## config.mk

```make
export PLATFORM = sky130hd
export DESIGN_NAME = nor_flash_seq
export DESIGN_NICKNAME = d
export VERILOG_FILES = /design/src/rtl/nfs_pkg.sv /design/src/rtl/nfs_bus_port.sv /design/src/rtl/nfs_status_decode.sv /design/src/rtl/nor_flash_seq.sv
export SDC_FILE = /design/constraint.sdc
export NUM_CORES = 1
export LEC_CHECK = 0
export BUFFER_PORTS_ARGS = -buffer_cell sky130_fd_sc_hd__buf_2
export CAP_MARGIN = 40
export CORE_MARGIN = 8
export CORE_UTILIZATION = 52
export DETAILED_ROUTE_END_ITERATION = 12
export GPL_TIMING_DRIVEN = 1
export PLACE_DENSITY = 0.81
export SETUP_SLACK_MARGIN = 0.1
export SLEW_MARGIN = 20
export SYNTH_ARGS = -nofsm -noshare
export SYNTH_HDL_FRONTEND = slang
export SYNTH_SLANG_ARGS = --single-unit
```

## constraint.sdc

```tcl
create_clock -name clk -period 2.9 [get_ports clk]
set_clock_uncertainty 0.2 [all_clocks]
set_input_delay 0.58 -clock clk [delete_from_list [all_inputs] [get_ports clk]]
set_output_delay 0.58 -clock clk [all_outputs]
set_load 0.05 [all_outputs]
```

## src/rtl/nfs_pkg.sv

```systemverilog
package nfs_pkg;

    typedef enum logic [2:0] {
        RES_OK       = 3'd0,
        RES_TIMEOUT  = 3'd1,
        RES_HW_ERR   = 3'd2,
        RES_LOW_VOLT = 3'd3,
        RES_PROTECT  = 3'd4,
        RES_ERASE    = 3'd5,
        RES_PROGRAM  = 3'd6,
        RES_VERIFY   = 3'd7
    } nfs_result_e;

    typedef enum logic [3:0] {
        S_IDLE,
        S_CLR,
        S_CMD,
        S_ARG,
        S_POLL,
        S_FIN,
        S_CLR2,
        S_RST2,
        S_RDBK,
        S_VFY,
        S_DONE
    } nfs_state_e;

    // command codes written to the device
    localparam logic [7:0] CMD_CLR_STATUS  = 8'h50;
    localparam logic [7:0] CMD_ERASE_SETUP = 8'h20;
    localparam logic [7:0] CMD_CONFIRM     = 8'hD0;
    localparam logic [7:0] CMD_PROG_SETUP  = 8'h40;
    localparam logic [7:0] CMD_READ_ARRAY  = 8'hFF;

    // status word bits
    localparam logic [7:0] ST_READY    = 8'h80;
    localparam logic [7:0] ST_ERR_MASK = 8'h7E;
    localparam logic [7:0] ST_ERASE    = 8'h20;
    localparam logic [7:0] ST_PROG     = 8'h10;
    localparam logic [7:0] ST_LOW_VOLT = 8'h08;
    localparam logic [7:0] ST_LOCKED   = 8'h02;

    typedef struct packed {
        logic        ready;
        logic        failed;
        nfs_result_e code;
    } nfs_status_t;

    function automatic nfs_result_e classify(logic [7:0] st, logic is_prog);
        nfs_result_e r;
        if ((st & ST_ERR_MASK) == 8'h00)
            r = RES_OK;
        else if ((st & (is_prog ? ST_PROG : ST_ERASE)) == 8'h00)
            r = RES_HW_ERR;
        else if ((st & ST_LOW_VOLT) != 8'h00)
            r = RES_LOW_VOLT;
        else if ((st & ST_LOCKED) != 8'h00)
            r = RES_PROTECT;
        else
            r = is_prog ? RES_PROGRAM : RES_ERASE;
        return r;
    endfunction

endpackage

```

## src/rtl/nfs_bus_port.sv

```systemverilog
module nfs_bus_port #(
    parameter int AW      = 16,
    parameter int DW      = 16,
    parameter int ACC_LAT = 2
) (
    input  logic          clk,
    input  logic          rst,
    input  logic          go,
    input  logic          we,
    input  logic [AW-1:0] addr,
    input  logic [DW-1:0] wdata,
    output logic          ack,
    output logic [DW-1:0] rdata,
    output logic          fl_stb,
    output logic          fl_we,
    output logic [AW-1:0] fl_addr,
    output logic [DW-1:0] fl_wdata,
    input  logic [DW-1:0] fl_rdata
);
    localparam int CW = $clog2(ACC_LAT + 1);

    logic [CW-1:0] cnt;

    always_ff @(posedge clk) begin
        if (rst) begin
            cnt      <= '0;
            ack      <= 1'b0;
            rdata    <= '0;
            fl_stb   <= 1'b0;
            fl_we    <= 1'b0;
            fl_addr  <= '0;
            fl_wdata <= '0;
        end else begin
            ack    <= 1'b0;
            fl_stb <= 1'b0;
            if (go) begin
                fl_stb   <= 1'b1;
                fl_we    <= we;
                fl_addr  <= addr;
                fl_wdata <= wdata;
                cnt      <= CW'(ACC_LAT);
            end else if (cnt != '0) begin
                cnt <= cnt - 1'b1;
                if (cnt == CW'(1)) begin
                    ack   <= 1'b1;
                    rdata <= fl_rdata;
                end
            end
        end
    end
endmodule

```

## src/rtl/nfs_status_decode.sv

```systemverilog
module nfs_status_decode
    import nfs_pkg::*;
(
    input  logic [7:0]  status,
    input  logic        is_prog,
    output nfs_status_t info
);
    always_comb begin
        info.ready  = (status & ST_READY) != 8'h00;
        info.code   = classify(status, is_prog);
        info.failed = info.code != RES_OK;
    end
endmodule

```

## src/rtl/nor_flash_seq.sv

```systemverilog
module nor_flash_seq
    import nfs_pkg::*;
#(
    parameter int AW          = 16,
    parameter int DW          = 16,
    parameter int LW          = 8,
    parameter int BLOCK_WORDS = 64,
    parameter int POLL_LIMIT  = 5000000,
    parameter int ACC_LAT     = 2
) (
    input  logic          clk,
    input  logic          rst,
    input  logic          req_valid,
    input  logic          req_op,
    input  logic [AW-1:0] req_addr,
    input  logic [LW-1:0] req_len,
    output logic [LW-1:0] wdata_idx,
    input  logic [DW-1:0] wdata,
    output logic          busy,
    output logic          done,
    output logic [2:0]    result,
    output logic          fl_stb,
    output logic          fl_we,
    output logic [AW-1:0] fl_addr,
    output logic [DW-1:0] fl_wdata,
    input  logic [DW-1:0] fl_rdata
);
    localparam int BLK_BITS = $clog2(BLOCK_WORDS);
    localparam int IDXW     = (LW > BLK_BITS) ? LW : BLK_BITS;
    localparam int PCW      = $clog2(POLL_LIMIT + 1);
    localparam logic [AW-1:0] BLK_MASK = ~AW'(BLOCK_WORDS - 1);
    localparam logic [DW-1:0] BLANK    = '1;

    function automatic logic [DW-1:0] cw(logic [7:0] c);
        return DW'(c);
    endfunction

    nfs_state_e    state;
    logic          issued;
    logic          op_q;
    logic [AW-1:0] addr_q;
    logic [LW-1:0] len_q;
    logic [IDXW-1:0] idx;
    logic [PCW-1:0]  poll_cnt;
    nfs_result_e   res_q;
    logic [DW-1:0] wd_q;

    logic          bus_go, bus_need, bus_we, ack;
    logic [AW-1:0] bus_addr;
    logic [DW-1:0] bus_wd, rdata;
    nfs_status_t   st_info;

    logic [AW-1:0] word_addr, vfy_addr;
    logic          last_prog, last_vfy;

    assign word_addr = addr_q + AW'(idx);
    assign vfy_addr  = (addr_q & BLK_MASK) + AW'(idx);
    assign last_prog = ({1'b0, idx} + 1'b1) == (IDXW + 1)'(len_q);
    assign last_vfy  = idx == IDXW'(BLOCK_WORDS - 1);

    nfs_bus_port #(.AW(AW), .DW(DW), .ACC_LAT(ACC_LAT)) u_port (
        .clk      (clk),
        .rst      (rst),
        .go       (bus_go),
        .we       (bus_we),
        .addr     (bus_addr),
        .wdata    (bus_wd),
        .ack      (ack),
        .rdata    (rdata),
        .fl_stb   (fl_stb),
        .fl_we    (fl_we),
        .fl_addr  (fl_addr),
        .fl_wdata (fl_wdata),
        .fl_rdata (fl_rdata)
    );

    nfs_status_decode u_dec (
        .status  (rdata[7:0]),
        .is_prog (op_q),
        .info    (st_info)
    );

    // access requested by the current state
    always_comb begin
        bus_need = 1'b1;
        bus_we   = 1'b0;
        bus_addr = '0;
        bus_wd   = '0;
        unique case (state)
            S_CLR, S_CLR2: begin
                bus_we = 1'b1;
                bus_wd = cw(CMD_CLR_STATUS);
            end
            S_CMD: begin
                bus_we = 1'b1;
                bus_wd = op_q ? cw(CMD_PROG_SETUP) : cw(CMD_ERASE_SETUP);
            end
            S_ARG: begin
                bus_we   = 1'b1;
                bus_addr = op_q ? word_addr : addr_q;
                bus_wd   = op_q ? wdata : cw(CMD_CONFIRM);
            end
            S_POLL: bus_we = 1'b0;
            S_FIN, S_RST2: begin
                bus_we = 1'b1;
                bus_wd = cw(CMD_READ_ARRAY);
            end
            S_RDBK: bus_addr = word_addr;
            S_VFY:  bus_addr = vfy_addr;
            default: bus_need = 1'b0;
        endcase
        bus_go = bus_need && !issued;
    end

    always_ff @(posedge clk) begin
        if (rst) begin
            state    <= S_IDLE;
            issued   <= 1'b0;
            op_q     <= 1'b0;
            addr_q   <= '0;
            len_q    <= '0;
            idx      <= '0;
            poll_cnt <= '0;
            res_q    <= RES_OK;
            wd_q     <= '0;
        end else begin
            if (bus_go) issued <= 1'b1;
            if (bus_go && state == S_ARG) wd_q <= wdata;
            unique case (state)
                S_IDLE: if (req_valid) begin
                    op_q   <= req_op;
                    addr_q <= req_addr;
                    len_q  <= req_len;
                    idx    <= '0;
                    res_q  <= RES_OK;
                    state  <= S_CLR;
                end
                S_CLR: if (ack) begin
                    issued <= 1'b0;
                    state  <= (op_q && len_q == '0) ? S_FIN : S_CMD;
                end
                S_CMD: if (ack) begin
                    issued <= 1'b0;
                    state  <= S_ARG;
                end
                S_ARG: if (ack) begin
                    issued   <= 1'b0;
                    poll_cnt <= '0;
                    state    <= S_POLL;
                end
                S_POLL: if (ack) begin
                    issued <= 1'b0;
                    if (st_info.ready) begin
                        res_q <= st_info.code;
                        state <= (op_q && !st_info.failed) ? S_CLR2 : S_FIN;
                    end else if (poll_cnt == PCW'(POLL_LIMIT - 1)) begin
                        res_q <= RES_TIMEOUT;
                        state <= S_FIN;
                    end else begin
                        poll_cnt <= poll_cnt + 1'b1;
                    end
                end
                S_FIN: if (ack) begin
                    issued <= 1'b0;
                    idx    <= '0;
                    state  <= (!op_q && res_q != RES_TIMEOUT) ? S_VFY : S_DONE;
                end
                S_CLR2: if (ack) begin
                    issued <= 1'b0;
                    state  <= S_RST2;
                end
                S_RST2: if (ack) begin
                    issued <= 1'b0;
                    state  <= S_RDBK;
                end
                S_RDBK: if (ack) begin
                    issued <= 1'b0;
                    if (rdata != wd_q) begin
                        res_q <= RES_VERIFY;
                        state <= S_DONE;
                    end else if (last_prog) begin
                        state <= S_FIN;
                    end else begin
                        idx   <= idx + 1'b1;
                        state <= S_CMD;
                    end
                end
                S_VFY: if (ack) begin
                    issued <= 1'b0;
                    if (rdata != BLANK) begin
                        if (res_q == RES_OK) res_q <= RES_VERIFY;
                        state <= S_DONE;
                    end else if (last_vfy) begin
                        state <= S_DONE;
                    end else begin
                        idx <= idx + 1'b1;
                    end
                end
                S_DONE: state <= S_IDLE;
                default: state <= S_IDLE;
            endcase
        end
    end

    assign busy      = state != S_IDLE;
    assign done      = state == S_DONE;
    assign result    = res_q;
    assign wdata_idx = LW'(idx);

endmodule

```

==> metrics.md, run 1 <==
| Metric | Value |
|---|---|
| Top library cells by usage in the layout, fill and taps aside | `nand2_1, dfxtp_1, buf_2` |
| Pin count of the biggest net entering global routing | `28` |
| Synthesized flop and latch total | `133` |
| Power after layout | `just over 0.006 W` |
| Post-synthesis area per instance | `7.91 µm²` |
| Wire length on met3 | `1600 µm` |
| Met2 WL | `9200 µm` |
| Syn Nets | `just over 900` |
| Share of async-settable or async-resettable flops after synthesis | `0` |
| Number of max-cap violations | `0` |
| Highest attainable clock frequency | `369 MHz` |
| Critical Path Fanout Max | `19` |
| Total wirelength of the detailed-routed design | `slightly below 20000 µm` |
| Kind of critical path | `reg2out` |
| Flop2flop setup slack | `0.20 ns` |
| Height of the die | `130 µm` |
| PostCTS Resize Cnt | `1` |
| Level count of the clock H-tree | `4` |
| Vias in the first global route | `6321` |
| Clock tree from TritonCTS | `done` |
| Required time of the critical path | `2.12 ns` |
| Number of buffers added to fix hold violations after cts | `0` |
| I/O pin count | `107` |
| Number of buffer cells added on primary ports | `106` |
| Total number of clock tree sinks | `133` |
| Top-area cell type share of the netlist area | `0.392` |
| Cell accounting for the most synthesized area | `dfxtp_1` |
| Critical Path Start Type | `flip-flop` |
| Standard-cell row count | `41` |
| Count of endpoints failing setup in the final report | `0` |
| Antenna violations before repair | `0` |
| Run status | `completed` |
| Top metal layer carrying routed signals | `met4` |
| Fill cell count | `1072` |
| TritonCTS buffer count | `17` |
| Warnings, synthesis | `0` |
| Wire length on met1 | `8180 µm` |
| Sequential share of the synthesized area | `0.392` |
| Die ar. | `roughly 17000 µm²` |
| Routability cong. | `just over 0.9` |
| Clock-pin slew reported for the worst setup and hold paths after clock tree synthesis | `0.06 ns` |
| Synthesized netlist cell count | `approximately 860` |
| Average wire per standard cell | `around 17 µm` |
| Master of the slowest instance on the critical path | `dfxtp_1` |
| Length of the first detailed-routing pass in iterations | `5` |
| Worst-case clock buffer depth | `2` |
| Estimated wirelength of the detail-placed design | `approximately 14000 µm` |
| Via/cell ratio | `between 5 and 6` |
| Final period utilization | `0.933` |
| Starting DRT DRC Count | `696` |
| Area Growth Syn to Fin | `21.6%` |
| Root Buffer | `clkbuf_16` |
| Final hold violations | `0` |
| All-layer global routing usage | `0.229` |
| DIE WIDTH | `around 130 µm` |
| Aggregate global routing overflow | `0` |
| Total vias in the final route | `6646` |
| Peak ir drop on the vdd network | `~0.40 mV` |
| Post-CTS setup buffer count | `0` |
| Fraction of final layout cells with drive strength greater than 1 | `0.200` |
| Remaining DRCs | `0` |
| Clock period minus final worst setup slack | `roughly 2.7 ns` |
| Count of different cell masters after synthesis | `63` |
| Post-layout worst setup margin | `0.193 ns` |
| Antenna Violating Nets Remaining | `0` |
| Global-route wire length before repair | `31100 µm` |
| Clock latency on the worst-skew pair | `between 0.4 and 0.5 ns` |
| Top FF cell, synth | `dfxtp_1` |
| Leakage power of the design | `3.24 nW` |
| Worst path max stage delay | `0.70 ns` |
| Nets | `1037` |
| Total Neg Setup Slack | `0 ns` |
| Ordered list of cells on the worst path | `buf_4 -> nor3b_2 -> buf_2` |
| Worst hold path class | `in2reg` |
| Post-Place Worst Slack | `0.155 ns` |
| Total power per unit cell area | `754 nW/µm²` |
| Initial Util | `0.536` |
| Category of cells accounting for the largest share of critical-path delay | `flip-flops` |
| Largest cells by area after synthesis | `dfxtp_1, nand2_1, a21oi_1` |
| Worst Path Arrival | `between 1.5 and 2 ns` |
| Standard cell core area | `12700 µm²` |
| Most common cell after layout, fill and taps aside | `nand2_1` |
| Worst slew slack as a fraction of its limit | `0.576` |
| Number of max-slew violations in the final report | `0` |
| Count of flip-flops with a built-in enable after synthesis | `0` |
| Unrepaired setup endpoints after global routing | `false` |
| Cell Area, Synth | `6800 µm²` |
| Pin slew with the least headroom to its limit | `about 0.63 ns` |
| Buffers & Inverters on Critical Path | `2` |
| CP endpoint kind | `output port` |
## kinds of logic (layout without fill, tap and decap cells)
kind of cell             after synthesis  after routing  share of synthesized area
multiplexers                           5              5                    0.00737
other                                  0              1                          0
XOR/XNOR                              57             57                     0.0735
flip-flops                           133            133                      0.392
adder cells (fa/ha/maj)               13             13                     0.0258
AND/OR/NAND/NOR                      364            364                      0.256
AO/OA/AOI/OAI                        224            224                      0.210
buffers and inverters                 63            182                     0.0355
## power breakdown
part           leakage [nW]  switching [W]  internal [W]  total (W)
sequential             1.08       0.000200       0.00200    0.00220
combinational          1.85        0.00111      0.000628    0.00174
clock                 0.307       0.000815       0.00148    0.00230
## cells in the mapped netlist (2+ instances only)
library cell  number
nor4_1            16
or3_1              6
nor4b_1            4
a21o_1             5
nand4_1           12
ha_1              10
nand2b_1          12
o31a_1             2
nand2_1          164
nor3b_1           11
nor2b_1            6
nand3b_1           5
nor3_1            15
or2_2              5
o21ai_0           47
o21ai_1            6
mux2i_1            5
fa_1               2
xnor2_1           24
a41oi_1            2
xor2_1            33
o31ai_1            3
a22oi_1            9
and4_1             3
dfxtp_1          133
a21oi_1           90
nor2_1            58
and2_1             8
buf_2              4
and3_1             9
a222oi_1           5
a2111oi_4          2
o211ai_1           7
or3b_2             2
o22a_1             2
or4_1              4
a211oi_1           6
a31o_2             4
clkbuf_1          44
a22o_1             7
o21bai_1           3
a31oi_1           11
nand3_1           19
inv_1             14
nand3_2            2
## final timing paths
check / startpoint / end / cells after the start
worst max-delay path: state[3] / done / 3
worst min-delay path: wdata[10] / u_port.fl_wdata[10] / 2
worst max register to register: wdata_idx[0] / wdata_idx[4] / 8
worst min register to register: u_port.fl_we / u_port.fl_we / 2
## final cells by class
class | count | area (µm²) | area share
multi-input combinational | 663 | 3920 | 0.475
clock inverter | 12 | 174 | 0.0210
sequential | 133 | 2670 | 0.323
timing repair buffer | 136 | 768 | 0.0929
antenna | 1 | 2.50 | 0.000303
clock buffer | 20 | 457 | 0.0553
tap | 172 | 215 | 0.0260
inverter | 14 | 52.6 | 0.00636
## layer usage
layer	vias to the layer above	track usage
li1	3254	-
met1	3102	0.282
met5	-	0
met4	0	0.0799
met2	257	0.383
met3	33	0.0563
## state kept, by name (all words and copies together) (netlist names), 8 cells and up, named ones only
name / cells
poll_cnt: 23
len_q: 8
wd_q: 16
u_port.fl_addr: 16
u_port.fl_wdata: 16
u_port.rdata: 16
wdata_idx: 8
addr_q: 16
## stage by stage
step	instances	hold WS (ns)	cell area, µm²	utilization
after floorplan	859	0.248	6810	-
after global placement	1118	0.233	7610	0.601
after detailed placement	1118	0.235	7610	0.601
after CTS	1150	0.177	8250	0.651
after global routing	1150	0.195	8260	0.652
final	1151	0.181	8270	0.652
(Power assumes the default switching activity.)
==> run 2: changes to the inputs <==
RECOVER_POWER = 50   (was unset)
==> run 2 against run 1 <==
First-iteration DRC count up 1.7%. Final area down 0.91%. Clock power barely moved. Worst setup slack worse by 0.015 ns. Via count fell by 0.81%. Sequential share of layout area is 0.30 points higher. Maximum frequency decreased by 0.57%. Critical path depth unchanged. Register-to-register slack about the same. Die area stayed put. Power decreased by 0.54%.
==> metrics.md, run 2 (same netlist as run 1, synthesis figures left out) <==
| Metric | Value |
|---|---|
| Run status | `completed` |
| Number of buffers added to fix hold violations after cts | `0` |
| Critical Path Fanout Max | `19` |
| Remaining DRCs | `0` |
| Global-route wire length before repair | `31100 µm` |
| Peak ir drop on the vdd network | `0.402 mV` |
| Antenna violations before repair | `0` |
| Buffers & Inverters on Critical Path | `2` |
| Master of the slowest instance on the critical path | `dfxtp_1` |
| Fraction of final layout cells with drive strength greater than 1 | `0.153` |
| Ordered list of cells on the worst path | `buf_4 -> nor3b_2 -> buf_2` |
| Finished layout cell area | `8190 µm²` |
| Worst path max stage delay | `0.71 ns` |
| Fill cell count | `1096` |
| Hold path startpoint | `wdata[10]` |
| Vias in the first global route | `about 6.3k` |
| Worst Path Arrival | `1.94 ns` |
| Hold path cells | `2` |
| Clock tree from TritonCTS | `done` |
| Leakage power of the design | `3.03 nW` |
| PostCTS Resize Cnt | `1` |
| CP endpoint kind | `output port` |
| Starting DRT DRC Count | `about 700` |
| DIE WIDTH | `130 µm` |
| Required time of the critical path | `roughly 2.1 ns` |
| Area used by multi-input combinational logic | `around 3900 µm²` |
| Reg2reg path depth | `8` |
| Sequential cell area in the final layout | `2670 µm²` |
| Initial Util | `0.536` |
| Highest attainable clock frequency | `367 MHz` |
| Final hold violations | `0` |
| Final period utilization | `0.939` |
| Nets | `a little over 1k` |
| Routability cong. | `0.918` |
| Reg2Reg Launch Point | `wdata_idx[0]` |
| Number of buffer cells added on primary ports | `106` |
| Average wire per standard cell | `about 17 µm` |
| Pin count of the biggest net entering global routing | `28` |
| Top library cells by usage in the layout, fill and taps aside | `nand2_1, dfxtp_1, a21oi_1` |
| Via/cell ratio | `between 5 and 6` |
| Count of endpoints failing setup in the final report | `0` |
| Height of the die | `130 µm` |
| Post-CTS setup buffer count | `0` |
| Critical Path Start Type | `flip-flop` |
| Worst hold path class | `in2reg` |
| Total vias in the final route | `6592` |
| Worst setup path start | `state[3]` |
| Total Neg Setup Slack | `0 ns` |
| Flop2flop setup slack | `0.19 ns` |
| Most common cell after layout, fill and taps aside | `nand2_1` |
| All-layer global routing usage | `0.229` |
| Clock latency on the worst-skew pair | `0.42 ns` |
| Pin slew with the least headroom to its limit | `between 0.7 and 0.8 ns` |
| Level count of the clock H-tree | `4` |
| Final core area utilization | `0.646` |
| Total power per unit cell area | `roughly 760 nW/µm²` |
| Estimated wirelength of the detail-placed design | `about 14000 µm` |
| Aggregate global routing overflow | `0` |
| Max FFs per register | `23` |
| Critical Path End | `done` |
| Root Buffer | `clkbuf_16` |
| Reg-to-reg critical path endpoint | `wdata_idx[4]` |
| Clock period minus final worst setup slack | `2.72 ns` |
| Power after layout | `just over 0.006 W` |
| Hold_ws | `~0.18 ns` |
| Number of max-cap violations | `0` |
| Total number of clock tree sinks | `133` |
| Instance area after placement | `7610 µm²` |
| Crit. path cell count | `3` |
| Register name with the most flops | `poll_cnt` |
| Worst-case clock buffer depth | `2` |
| TritonCTS buffer count | `17` |
| Clock-pin slew reported for the worst setup and hold paths after clock tree synthesis | `approximately 0.060 ns` |
| Number of max-slew violations in the final report | `0` |
| Category of cells accounting for the largest share of critical-path delay | `flip-flops` |
| Standard cell core area | `about 13000 µm²` |
| Antenna Violating Nets Remaining | `0` |
| Length of the first detailed-routing pass in iterations | `5` |
| Unrepaired setup endpoints after global routing | `false` |
| Die ar. | `roughly 17000 µm²` |
| Standard-cell row count | `41` |
| I/O pin count | `107` |
| Area Growth Syn to Fin | `20.5%` |
| Total wirelength of the detailed-routed design | `19300 µm` |
| Worst slew slack as a fraction of its limit | `0.508` |
| Kind of critical path | `reg2out` |
## run 2: cell count changes in the layout (fill, tap and decap cells not counted), moves of 2 or more
cell	before	now
and2_0	0	2
clkbuf_1	1	47
buf_2	106	61
and2_1	8	6
## run 2: worst min path at each step
stage	endpoint
detailed placement	u_port.fl_we
global placement	u_port.fl_wdata[3]
finish	u_port.fl_wdata[10]
CTS	u_port.fl_wdata[10]
floorplan	wd_q[0]
global route	u_port.rdata[7]
## run 2: per-layer routing
layer / track usage / part of all wire / vias up
li1: - / - / 3253
met1: 0.282 / 0.43 / 3063
met2: 0.383 / 0.47 / 241
met3: 0.0563 / 0.080 / 35
met4: 0.0799 / 0.018 / 0
met5: 0 / 0 / -
## run 2: where the power goes
group          leakage (nW)  switching, W  internal [W]
Sequential             1.08      0.000201       0.00200
Clock                 0.307      0.000815       0.00148
Combinational          1.65       0.00110      0.000602
Total                  3.03       0.00211       0.00408
## run 2: cell type report
cell class	instances	share of cell area
Clock inverter	12	0.0212
Timing Repair Buffer	136	0.0846
Multi-Input combinational cell	663	0.479
Tap cell	172	0.0263
Inverter	14	0.00642
Sequential cell	133	0.326
Clock buffer	20	0.0558
Antenna cell	1	0.000306
## run 2: through the flow
stage	worst slack, ns	std cells
after global routing	0.102	1150
final	0.178	1151
after CTS	0.132	1150
after detailed placement	0.155	1118
after floorplan	0.114	859
after global placement	0.229	1118
